==> config.mk <==
export PLATFORM = sky130hd
export DESIGN_NAME = periph_guard
export DESIGN_NICKNAME = d
export VERILOG_FILES = /design/src/rtl/guard_pkg.sv /design/src/rtl/guard_cfg.sv /design/src/rtl/guard_rule.sv /design/src/rtl/guard_route.sv /design/src/rtl/guard_status.sv /design/src/rtl/periph_guard.sv
export SDC_FILE = /design/constraint.sdc
export NUM_CORES = 1
export LEC_CHECK = 0
export BUFFER_PORTS_ARGS = -buffer_cell sky130_fd_sc_hd__buf_2
export CAP_MARGIN = 20
export CORE_AREA = 10 10 535 537
export DETAILED_ROUTE_END_ITERATION = 10
export DIE_AREA = 0 0 545 547
export SETUP_SLACK_MARGIN = 0.2
export SLEW_MARGIN = 30
export SYNTH_ARGS = -nofsm -noshare
export SYNTH_HDL_FRONTEND = slang
export SYNTH_SLANG_ARGS = --single-unit
==> constraint.sdc <==
create_clock -name clk -period 2.9 [get_ports clk]
set_input_delay 0.145 -clock clk [delete_from_list [all_inputs] [get_ports clk]]
set_output_delay 0.145 -clock clk [all_outputs]
set_load 0.02 [all_outputs]
==> src/rtl/guard_pkg.sv <==
`timescale 1ns/1ps
package guard_pkg;
   typedef enum logic [1:0] {
      XS_BYTE  = 2'd0,
      XS_HALF  = 2'd1,
      XS_WORD  = 2'd2,
      XS_DWORD = 2'd3
   } xfer_size_e;

   function automatic int unsigned size_bytes(input logic [1:0] code);
      return 32'd1 << code;
   endfunction
endpackage

==> src/rtl/guard_cfg.sv <==
`timescale 1ns/1ps
module guard_cfg #(
   parameter int NUM_PORTS = 16
) (
   input  logic                 clk,
   input  logic                 rst_n,
   input  logic [NUM_PORTS-1:0] cfg_nonsec,
   input  logic [NUM_PORTS-1:0] cfg_user_ok,
   input  logic                 cfg_err_sel,
   output logic [NUM_PORTS-1:0] nonsec_q,
   output logic [NUM_PORTS-1:0] user_ok_q,
   output logic                 err_sel_q
);
   always_ff @(posedge clk) begin
      if (!rst_n) begin
         nonsec_q  <= '0;
         user_ok_q <= '0;
         err_sel_q <= 1'b0;
      end else begin
         nonsec_q  <= cfg_nonsec;
         user_ok_q <= cfg_user_ok;
         err_sel_q <= cfg_err_sel;
      end
   end
endmodule

==> src/rtl/guard_rule.sv <==
`timescale 1ns/1ps
module guard_rule #(
   parameter int                   NUM_PORTS   = 16,
   parameter logic [NUM_PORTS-1:0] BYPASS_MASK = '0
) (
   input  logic                 secure,
   input  logic                 user,
   input  logic [NUM_PORTS-1:0] nonsec_q,
   input  logic [NUM_PORTS-1:0] user_ok_q,
   output logic [NUM_PORTS-1:0] deny
);
   for (genvar p = 0; p < NUM_PORTS; p++) begin : g_port
      logic world_fail;
      logic priv_fail;
      if (BYPASS_MASK[p]) begin : g_bypass
         assign world_fail = 1'b0;
      end else begin : g_checked
         assign world_fail = (secure == nonsec_q[p]);
      end
      assign priv_fail = user & ~user_ok_q[p];
      assign deny[p]   = world_fail | priv_fail;
   end
endmodule

==> src/rtl/guard_route.sv <==
`timescale 1ns/1ps
module guard_route #(
   parameter int NUM_PORTS = 16,
   parameter int DATA_W    = 64,
   parameter int IDX_W     = 4,
   localparam int LANES    = DATA_W / 8
) (
   input  logic                          fwd,
   input  logic [IDX_W-1:0]              port,
   input  logic [1:0]                    size,
   input  logic [NUM_PORTS-1:0]          dn_ack,
   input  logic [NUM_PORTS-1:0]          dn_err,
   input  logic [NUM_PORTS*DATA_W-1:0]   dn_rdata,
   output logic [NUM_PORTS-1:0]          dn_req,
   output logic [LANES-1:0]              dn_be,
   output logic                          rt_ack,
   output logic                          rt_err,
   output logic [DATA_W-1:0]             rt_rdata
);
   import guard_pkg::*;

   for (genvar p = 0; p < NUM_PORTS; p++) begin : g_req
      assign dn_req[p] = fwd && (port == IDX_W'(p));
   end

   always_comb begin
      for (int i = 0; i < LANES; i++) begin
         dn_be[i] = (i < int'(size_bytes(size)));
      end
   end

   always_comb begin
      rt_ack   = 1'b0;
      rt_err   = 1'b0;
      rt_rdata = '0;
      for (int p = 0; p < NUM_PORTS; p++) begin
         if (dn_req[p]) begin
            rt_ack   = dn_ack[p];
            rt_err   = dn_err[p];
            rt_rdata = dn_rdata[p*DATA_W +: DATA_W];
         end
      end
   end
endmodule

==> src/rtl/guard_status.sv <==
`timescale 1ns/1ps
module guard_status (
   input  logic clk,
   input  logic rst_n,
   input  logic viol,
   input  logic irq_en,
   input  logic irq_clr,
   output logic flag_q,
   output logic irq
);
   always_ff @(posedge clk) begin
      if (!rst_n)       flag_q <= 1'b0;
      else if (irq_clr) flag_q <= 1'b0;
      else if (viol)    flag_q <= 1'b1;
   end

   assign irq = flag_q & irq_en;
endmodule

==> src/rtl/periph_guard.sv <==
`timescale 1ns/1ps
module periph_guard #(
   parameter int                   NUM_PORTS   = 16,
   parameter int                   ADDR_W      = 32,
   parameter int                   DATA_W      = 64,
   parameter logic [NUM_PORTS-1:0] BYPASS_MASK = '0,
   localparam int IDX_W = (NUM_PORTS > 1) ? $clog2(NUM_PORTS) : 1,
   localparam int LANES = DATA_W / 8
) (
   input  logic                        clk,
   input  logic                        rst_n,
   input  logic                        up_valid,
   input  logic [IDX_W-1:0]            up_port,
   input  logic [ADDR_W-1:0]           up_addr,
   input  logic                        up_write,
   input  logic [1:0]                  up_size,
   input  logic [DATA_W-1:0]           up_wdata,
   input  logic                        up_secure,
   input  logic                        up_user,
   output logic                        up_ready,
   output logic                        up_err,
   output logic [DATA_W-1:0]           up_rdata,
   output logic [NUM_PORTS-1:0]        dn_req,
   output logic [ADDR_W-1:0]           dn_addr,
   output logic                        dn_write,
   output logic [1:0]                  dn_size,
   output logic [LANES-1:0]            dn_be,
   output logic [DATA_W-1:0]           dn_wdata,
   input  logic [NUM_PORTS-1:0]        dn_ack,
   input  logic [NUM_PORTS-1:0]        dn_err,
   input  logic [NUM_PORTS*DATA_W-1:0] dn_rdata,
   input  logic [NUM_PORTS-1:0]        cfg_nonsec,
   input  logic [NUM_PORTS-1:0]        cfg_user_ok,
   input  logic                        cfg_err_sel,
   input  logic                        irq_en,
   input  logic                        irq_clr,
   output logic                        irq
);
   localparam int SPAN = 1 << IDX_W;

   if (NUM_PORTS < 1 || NUM_PORTS > 64) begin : g_bad_ports
      $error("periph_guard: NUM_PORTS out of range");
   end
   if (DATA_W < 64 || (DATA_W % 8) != 0) begin : g_bad_data
      $error("periph_guard: DATA_W must be a byte multiple of at least 64");
   end
   if (ADDR_W < 1) begin : g_bad_addr
      $error("periph_guard: ADDR_W must be positive");
   end

   logic [NUM_PORTS-1:0] nonsec_q, user_ok_q, deny;
   logic                 err_sel_q;
   logic [SPAN-1:0]      deny_span;
   logic                 sel_deny, fwd;
   logic                 rt_ack, rt_err;
   logic [DATA_W-1:0]    rt_rdata;
   logic                 flag_q;

   guard_cfg #(.NUM_PORTS(NUM_PORTS)) u_cfg (
      .clk(clk), .rst_n(rst_n),
      .cfg_nonsec(cfg_nonsec), .cfg_user_ok(cfg_user_ok), .cfg_err_sel(cfg_err_sel),
      .nonsec_q(nonsec_q), .user_ok_q(user_ok_q), .err_sel_q(err_sel_q)
   );

   guard_rule #(.NUM_PORTS(NUM_PORTS), .BYPASS_MASK(BYPASS_MASK)) u_rule (
      .secure(up_secure), .user(up_user),
      .nonsec_q(nonsec_q), .user_ok_q(user_ok_q), .deny(deny)
   );

   // Indices beyond the populated ports are always refused.
   if (SPAN > NUM_PORTS) begin : g_pad
      assign deny_span = {{(SPAN-NUM_PORTS){1'b1}}, deny};
   end else begin : g_nopad
      assign deny_span = deny;
   end

   assign sel_deny = deny_span[up_port];
   assign fwd      = up_valid && !sel_deny;

   guard_route #(.NUM_PORTS(NUM_PORTS), .DATA_W(DATA_W), .IDX_W(IDX_W)) u_route (
      .fwd(fwd), .port(up_port), .size(up_size),
      .dn_ack(dn_ack), .dn_err(dn_err), .dn_rdata(dn_rdata),
      .dn_req(dn_req), .dn_be(dn_be),
      .rt_ack(rt_ack), .rt_err(rt_err), .rt_rdata(rt_rdata)
   );

   assign dn_addr  = up_addr;
   assign dn_write = up_write;
   assign dn_size  = up_size;
   assign dn_wdata = up_wdata;

   assign up_ready = up_valid && (sel_deny || rt_ack);
   assign up_err   = sel_deny ? err_sel_q : rt_err;
   assign up_rdata = sel_deny ? '0 : rt_rdata;

   guard_status u_status (
      .clk(clk), .rst_n(rst_n),
      .viol(up_valid && sel_deny),
      .irq_en(irq_en), .irq_clr(irq_clr),
      .flag_q(flag_q), .irq(irq)
   );
endmodule

# Word level (Yosys, flattened, before mapping)
# Index checks and enable logic that the tools add are counted.
# totals
ramBits,0
wordCells,170
latchBits,0
register_bits,34
mem_count,0
mem_bits_ro,0
# op_classes
bitwise,50
reduce_logical,23
n_addsub,0
mul,0
shift,1
eq_ne,31
mux,52
n_div,0
magnitude_cmp,9
# op_table
op,n
2-to-1 mux 64 bit,17
less-than comparator 4 x 32 -> 1 bit (first input constant),4
less-than comparator 3 x 32 -> 1 bit (first input constant),2
2-to-1 mux 1 bit,34
== test 4 bit (second input constant),8
less-than comparator 1 x 32 -> 1 bit (first input constant),1
less-than comparator 2 x 32 -> 1 bit (first input constant),1
left shift 1 x 2 -> 32 bit (first input constant),1
logical AND 1 bit,19
bitwise AND 1 bit,17
NOT 1 bit,17
== test 1 bit,16
== test 4 x 3 -> 1 bit (second input constant),4
bitwise OR 1 bit,16
== test 4 x 2 -> 1 bit (second input constant),2
less-than comparator 4 x 5 -> 1 bit (second input constant),1
binary-select mux 1 bit (select 4 bit),1
== test 4 x 1 -> 1 bit (second input constant),1
logical NOT 4 bit,1
OR reduction 2 bit,1
logical NOT 1 bit,1
logical OR 1 bit,1

# Logic depth before layout (Yosys ltp)
# logic_depth
word_depth,26
ltp_mapped,14

# Cells and area by module
# Synthesis repeated with hierarchy kept, for this count alone.
# hier_totals
cells_unflattened,1909
hier_area_um2,12689.7
# by_module_without_submodules
module,area_per_inst_um2,n_inst,seq_area_each_um2,cells_per_inst
guard_route,9905.8,1,0.0,1556
periph_guard,1557.7,1,0.0,244
guard_cfg,923.4,1,660.6,69
guard_rule,259.0,1,0.0,36
guard_status,43.8,1,20.0,4

# Least setup slack after synthesis
# No wires, ideal clock.
# synth_path
kind,input to output
from,input up_port[1]
to,output up_rdata[52]
arrival_ns,2.674
required_time_ns,2.755
path_stages,11
n_path_buf,4
path_slack_ns,0.081
cell_sequence,buf_2 -> nor2b_2 -> and2_1 -> clkbuf_1 -> nand3_1 -> inv_1 -> buf_1 -> buf_1 -> a22oi_1 -> and3_1 -> a211oi_1
# synth_between
elab_cells_between_ends,53
cone_classes,eq/ne: 15; mux: 19; reduce/logical: 19
# synth_rtl
element,line,source
start: declaration,periph_guard.sv:13,"input logic [IDX_W-1:0] up_port,"
binary-select mux 1 bit (select 4 bit),periph_guard.sv:77,assign sel_deny = deny_span[up_port];
2-to-1 mux 1 bit (implied by the code),periph_guard.sv:77,
logical NOT 1 bit,periph_guard.sv:78,assign fwd = up_valid && !sel_deny;
logical AND 1 bit,periph_guard.sv:78,
logical AND 1 bit (*),guard_route.sv:23,assign dn_req[p] = fwd && (port == IDX_W'(p));
via dn_req[6],periph_guard.sv:23,"output logic [NUM_PORTS-1:0] dn_req,"
2-to-1 mux 64 bit (*) (10 in series),guard_route.sv:37,if (dn_req[p]) begin
2-to-1 mux 64 bit (*),periph_guard.sv:94,assign up_rdata = sel_deny ? '0 : rt_rdata;
end: declaration,periph_guard.sv:22,"output logic [DATA_W-1:0] up_rdata,"
# The timed path passes the listed nets; every way through them passes the cells marked *. The select of a mux whose other input is x is not followed.

# Worst setup path in the final report
# layout_path
from,register u_cfg.nonsec_q[14]
to,output up_rdata[41]
# layout_between
elab_chain_len,24
elab_cells_between_ends,39
cone_classes,eq/ne: 1; mux: 19; bitwise: 1; reduce/logical: 18
# layout_lines
element,line,source
start: declaration,guard_cfg.sv:10,"output logic [NUM_PORTS-1:0] nonsec_q,"
start signal: assignment,guard_cfg.sv:20,nonsec_q <= cfg_nonsec;
== test 1 bit (*),guard_rule.sv:18,assign world_fail = (secure == nonsec_q[p]);
bitwise OR 1 bit (*),guard_rule.sv:21,assign deny[p] = world_fail | priv_fail;
binary-select mux 1 bit (select 4 bit) (*),periph_guard.sv:77,
2-to-1 mux 1 bit (implied by the code) (*),periph_guard.sv:77,
logical NOT 1 bit,periph_guard.sv:78,
logical AND 1 bit,periph_guard.sv:78,
logical AND 1 bit,guard_route.sv:23,
2-to-1 mux 64 bit (16 in series),guard_route.sv:37,
2-to-1 mux 64 bit (*),periph_guard.sv:94,
# Mark *: on every way between the ends. The rest lies on a longest branch, timed or not. The select of a mux whose other input is x is not followed.

==> summary.log <==
INFO  layout         filler_cell_count=32200
INFO  placed_design  dpl_cell_area=23500µm²
INFO  logic_synthesis post_synth_num_cell_types=61
INFO  setup_path     timing.critical_path.to_type=output pin
INFO  sta            finalHoldViolations=0
INFO  logic_synthesis mean_instance_size_in_the_synthesized_netlist=6.38µm²
INFO  setup_path     worst_ep_required_time=2760ps
INFO  layout         post_layout_nonfiller_instances=6807
INFO  logic_synthesis synth_seq_cells=34
INFO  layout         layout.nets=4155
INFO  setup_path     cp.arrival=3520ps
INFO  global_route   vias_in_the_first_global_route=22000
INFO  floorplanning  die_area=298000µm²
INFO  layout         final_cell_mix=sky130_fd_sc_hd__buf_2 (1122), sky130_fd_sc_hd__buf_4 (303), sky130_fd_sc_hd__nand2_1 (132)
INFO  logic_synthesis yosys_warnings=0
INFO  clock_network  postCtsHoldBufs=0
INFO  setup_path     critPathKind=reg2out
INFO  logic_synthesis synth-edff-count=0
INFO  routing        post-route-drc-count=0
INFO  global_route   maximum_number_of_pins_on_one_net_before_global_route_repair=38
INFO  routing        vias_per_cell=3.41
INFO  routing        postRouteWirelength=313mm
INFO  power_and_ir_drop power.static_leakage=11.5nW
INFO  setup_path     cp-start-kind=flop
INFO  sta            worst_clock_skew=17.6ps
INFO  clock_network  cts_tree=built
INFO  job            timing.max_cap.violations=0
INFO  sta            timing.max_slew.rel_slack=37.8%
INFO  clock_network  clk_root_buffer_cell=sky130_fd_sc_hd__clkbuf_16
INFO  worst_hold_path timing.hold.worst.class=in2reg
INFO  placed_design  number_of_placed_cells_counting_well_taps=6545
INFO  sta            layout_worst_path_cycle_share=126%
INFO  layout         layout_commonest_cell=sky130_fd_sc_hd__buf_2
INFO  clock_network  cts.sink_count=34
INFO  clock_network  cts-htree-levels=2
INFO  power_and_ir_drop irDropWorstVdd=0.272mV
INFO  placed_design  place_ws=-1520ps
INFO  sta            worst_slack=-761ps
INFO  outcome        failed_checks=setup timing
INFO  clock_network  cts-root-to-sink-buffers=2
INFO  power_and_ir_drop total_power=4.06mW
INFO  floorplanning  die_y=547µm
INFO  sta            timing.final.setup_violations=66
INFO  placed_design  dpl.hpwl=286mm
INFO  clock_network  clkSlewWorstSetupHoldPaths=70ps
INFO  sta            fmaxAchievable=273MHz
INFO  outcome        outcome=finished with violations
INFO  clock_network  clkLatencyLatePin=300ps
INFO  setup_path     crit_path_max_fanout=5
INFO  sta            worst_pin_slew=928ps
INFO  routing        number_of_vias_after_detailed_routing=23200
INFO  logic_synthesis ys_async_rst_share=0%
INFO  sta            timing.hold.ws=39.2ps
INFO  floorplanning  pin_count=1389
INFO  layout         finalCoreUtilization=10.1%
INFO  global_route   globalRouteOverflowTotal=0
INFO  global_route   grt_antenna_before_repair=527
INFO  routing        wl_per_cell=46.0µm
INFO  routing        final_antenna_net_count=0
INFO  layout         area_delta_synth_final=183%
INFO  logic_synthesis synthesis.nets=2740
INFO  routing        detailed_router_iteration_count_before_antenna_repair=6
INFO  logic_synthesis synth_ff_type=sky130_fd_sc_hd__dfxtp_1
INFO  sta            rsz_0062_raised_after_global_routing=yes
INFO  logic_synthesis netlist_area=9820µm²
INFO  sta            finalMaxSlewViolations=0
INFO  floorplanning  floorplan.rows=193
INFO  logic_synthesis netlist.top_cell.by_area=sky130_fd_sc_hd__buf_4
INFO  floorplanning  initial_standard_cell_utilization_of_the_core=3.57%
INFO  global_route   grt_usage=19.6%
INFO  global_route   grt_first_pass_wirelength=356mm
INFO  sta            totalNegativeSetupSlack=-36940ps
INFO  layout         design_area=27800µm²
INFO  clock_network  cts-buffers-inserted=5
INFO  power_and_ir_drop power_per_cell_area=146nW/µm²
INFO  sta            period_needed=3660ps
INFO  placed_design  placement.io_buffers=1193
INFO  logic_synthesis ys_top_cells_by_area=sky130_fd_sc_hd__buf_4 (7.9%), sky130_fd_sc_hd__a22oi_1 (7.1%), sky130_fd_sc_hd__o21ai_0 (7.0%)
INFO  floorplanning  die_width=545µm
INFO  logic_synthesis syn_inst=1541
INFO  placed_design  routabilityCongestion=0.976
INFO  layout         share_of_post_route_cells_with_drive_strength_above_1=67.3%
INFO  floorplanning  coreArea=276000µm²
INFO  routing        drt_iter0_markers=2509
INFO  logic_synthesis netlist.area_leader.share=7.95%
INFO  logic_synthesis synth_seq_area_share=6.93%
==> flip-flops by register name, indices dropped and copies added (netlist names) <==
name             cells
u_cfg.nonsec_q      16
u_cfg.user_ok_q     16
u_cfg.err_sel_q      1
u_status.flag_q      1
==> Yosys cell counts, types with 4 or more instances <==
cell type / number
sky130_fd_sc_hd__a22oi_1: 93
sky130_fd_sc_hd__nand3_1: 25
sky130_fd_sc_hd__o211a_1: 6
sky130_fd_sc_hd__a22o_1: 30
sky130_fd_sc_hd__o221ai_1: 24
sky130_fd_sc_hd__xor2_1: 14
sky130_fd_sc_hd__nor4_1: 12
sky130_fd_sc_hd__nor3_1: 43
sky130_fd_sc_hd__and2_1: 41
sky130_fd_sc_hd__inv_2: 4
sky130_fd_sc_hd__a222oi_1: 45
sky130_fd_sc_hd__buf_2: 44
sky130_fd_sc_hd__o21ai_0: 138
sky130_fd_sc_hd__a2111oi_0: 12
sky130_fd_sc_hd__a21oi_1: 104
sky130_fd_sc_hd__a31oi_1: 34
sky130_fd_sc_hd__o211ai_1: 60
sky130_fd_sc_hd__o21a_1: 10
sky130_fd_sc_hd__o221a_2: 8
sky130_fd_sc_hd__nand2_1: 159
sky130_fd_sc_hd__o22ai_1: 75
sky130_fd_sc_hd__a211oi_1: 18
sky130_fd_sc_hd__a221oi_1: 75
sky130_fd_sc_hd__dfxtp_1: 34
sky130_fd_sc_hd__buf_1: 14
sky130_fd_sc_hd__mux2i_1: 6
sky130_fd_sc_hd__nor2b_1: 5
sky130_fd_sc_hd__a211o_1: 5
sky130_fd_sc_hd__clkbuf_1: 108
sky130_fd_sc_hd__nor2_1: 106
sky130_fd_sc_hd__inv_1: 22
sky130_fd_sc_hd__a221o_1: 15
sky130_fd_sc_hd__buf_4: 104
==> logic make-up (layout without fill, tap and decap cells) <==
family	after synthesis	count (layout)	synth area share [%]
AO/OA/AOI/OAI	772	772	55.9
XOR/XNOR	16	16	1.43
buffers and inverters	300	1716	16.1
flip-flops	34	34	6.93
multiplexers	7	7	0.841
other	1	146	0.0382
AND/OR/NAND/NOR	411	411	18.8
==> worst max-delay path, stage by stage (launching register included) <==
cell and delay [ps]:
sky130_fd_sc_hd__dfxtp_1 330, sky130_fd_sc_hd__xor2_1 240, sky130_fd_sc_hd__o211a_1 240, sky130_fd_sc_hd__o41a_1 300, sky130_fd_sc_hd__buf_6 220, sky130_fd_sc_hd__nand2_8 70
sky130_fd_sc_hd__buf_12 130, sky130_fd_sc_hd__buf_16 150, sky130_fd_sc_hd__buf_4 180, sky130_fd_sc_hd__nor2_1 490, sky130_fd_sc_hd__buf_4 230, sky130_fd_sc_hd__nor3_1 50
sky130_fd_sc_hd__o211ai_1 190, sky130_fd_sc_hd__a31oi_2 170, sky130_fd_sc_hd__buf_12 200
==> what timing repair did <==
item	CTS	global route
hold endpoints to repair	0	0
setup buffers	62	41
resized for setup	452	141
pin swaps	129	92
setup endpoints to repair	80	72
gates cloned	4	2
==> layout make-up <==
| class | instances | area [µm²] | share of cell area [%] |
|---|---|---|---|
| repair buffers | 1679 | 12100 | 43.5 |
| multi-input cells | 1207 | 9670 | 34.7 |
| well taps | 3705 | 4640 | 16.6 |
| flip-flops and latches | 34 | 692 | 2.48 |
| diodes | 145 | 363 | 1.30 |
| inverters | 29 | 174 | 0.625 |
| clock buffers | 5 | 125 | 0.449 |
| clock inverters | 3 | 68.8 | 0.247 |
==> where the power goes <==
part | internal (mW) | switching, mW | leakage [nW]
Combinational | 1.22 | 1.59 | 11.2
Sequential | 0.494 | 0.0165 | 0.286
Clock | 0.495 | 0.244 | 0.0949
Total | 2.21 | 1.85 | 11.5
==> layer usage <==
| metal | vias to the layer above | GRT usage (%) | share of wire (%) |
|---|---|---|---|
| li1 | 9034 | - | - |
| met1 | 10400 | 18.3 | 31 |
| met2 | 2411 | 36.4 | 50 |
| met3 | 1165 | 9.65 | 13 |
| met4 | 180 | 7.83 | 6.1 |
| met5 | - | 0.0321 | 0.39 |
==> worst paths after layout <==
| kind | from | end | slack (ps) | cells after the start |
|---|---|---|---|---|
| max | u_cfg.nonsec_q[14] | up_rdata[41] | -760 | 14 |
| min | irq_clr | u_status.flag_q | 40 | 2 |
| max reg2reg | u_cfg.nonsec_q[12] | u_status.flag_q | 220 | 11 |
| min reg2reg | u_status.flag_q | u_status.flag_q | 560 | 2 |
No activity file was read; power rests on OpenSTA's default activity.
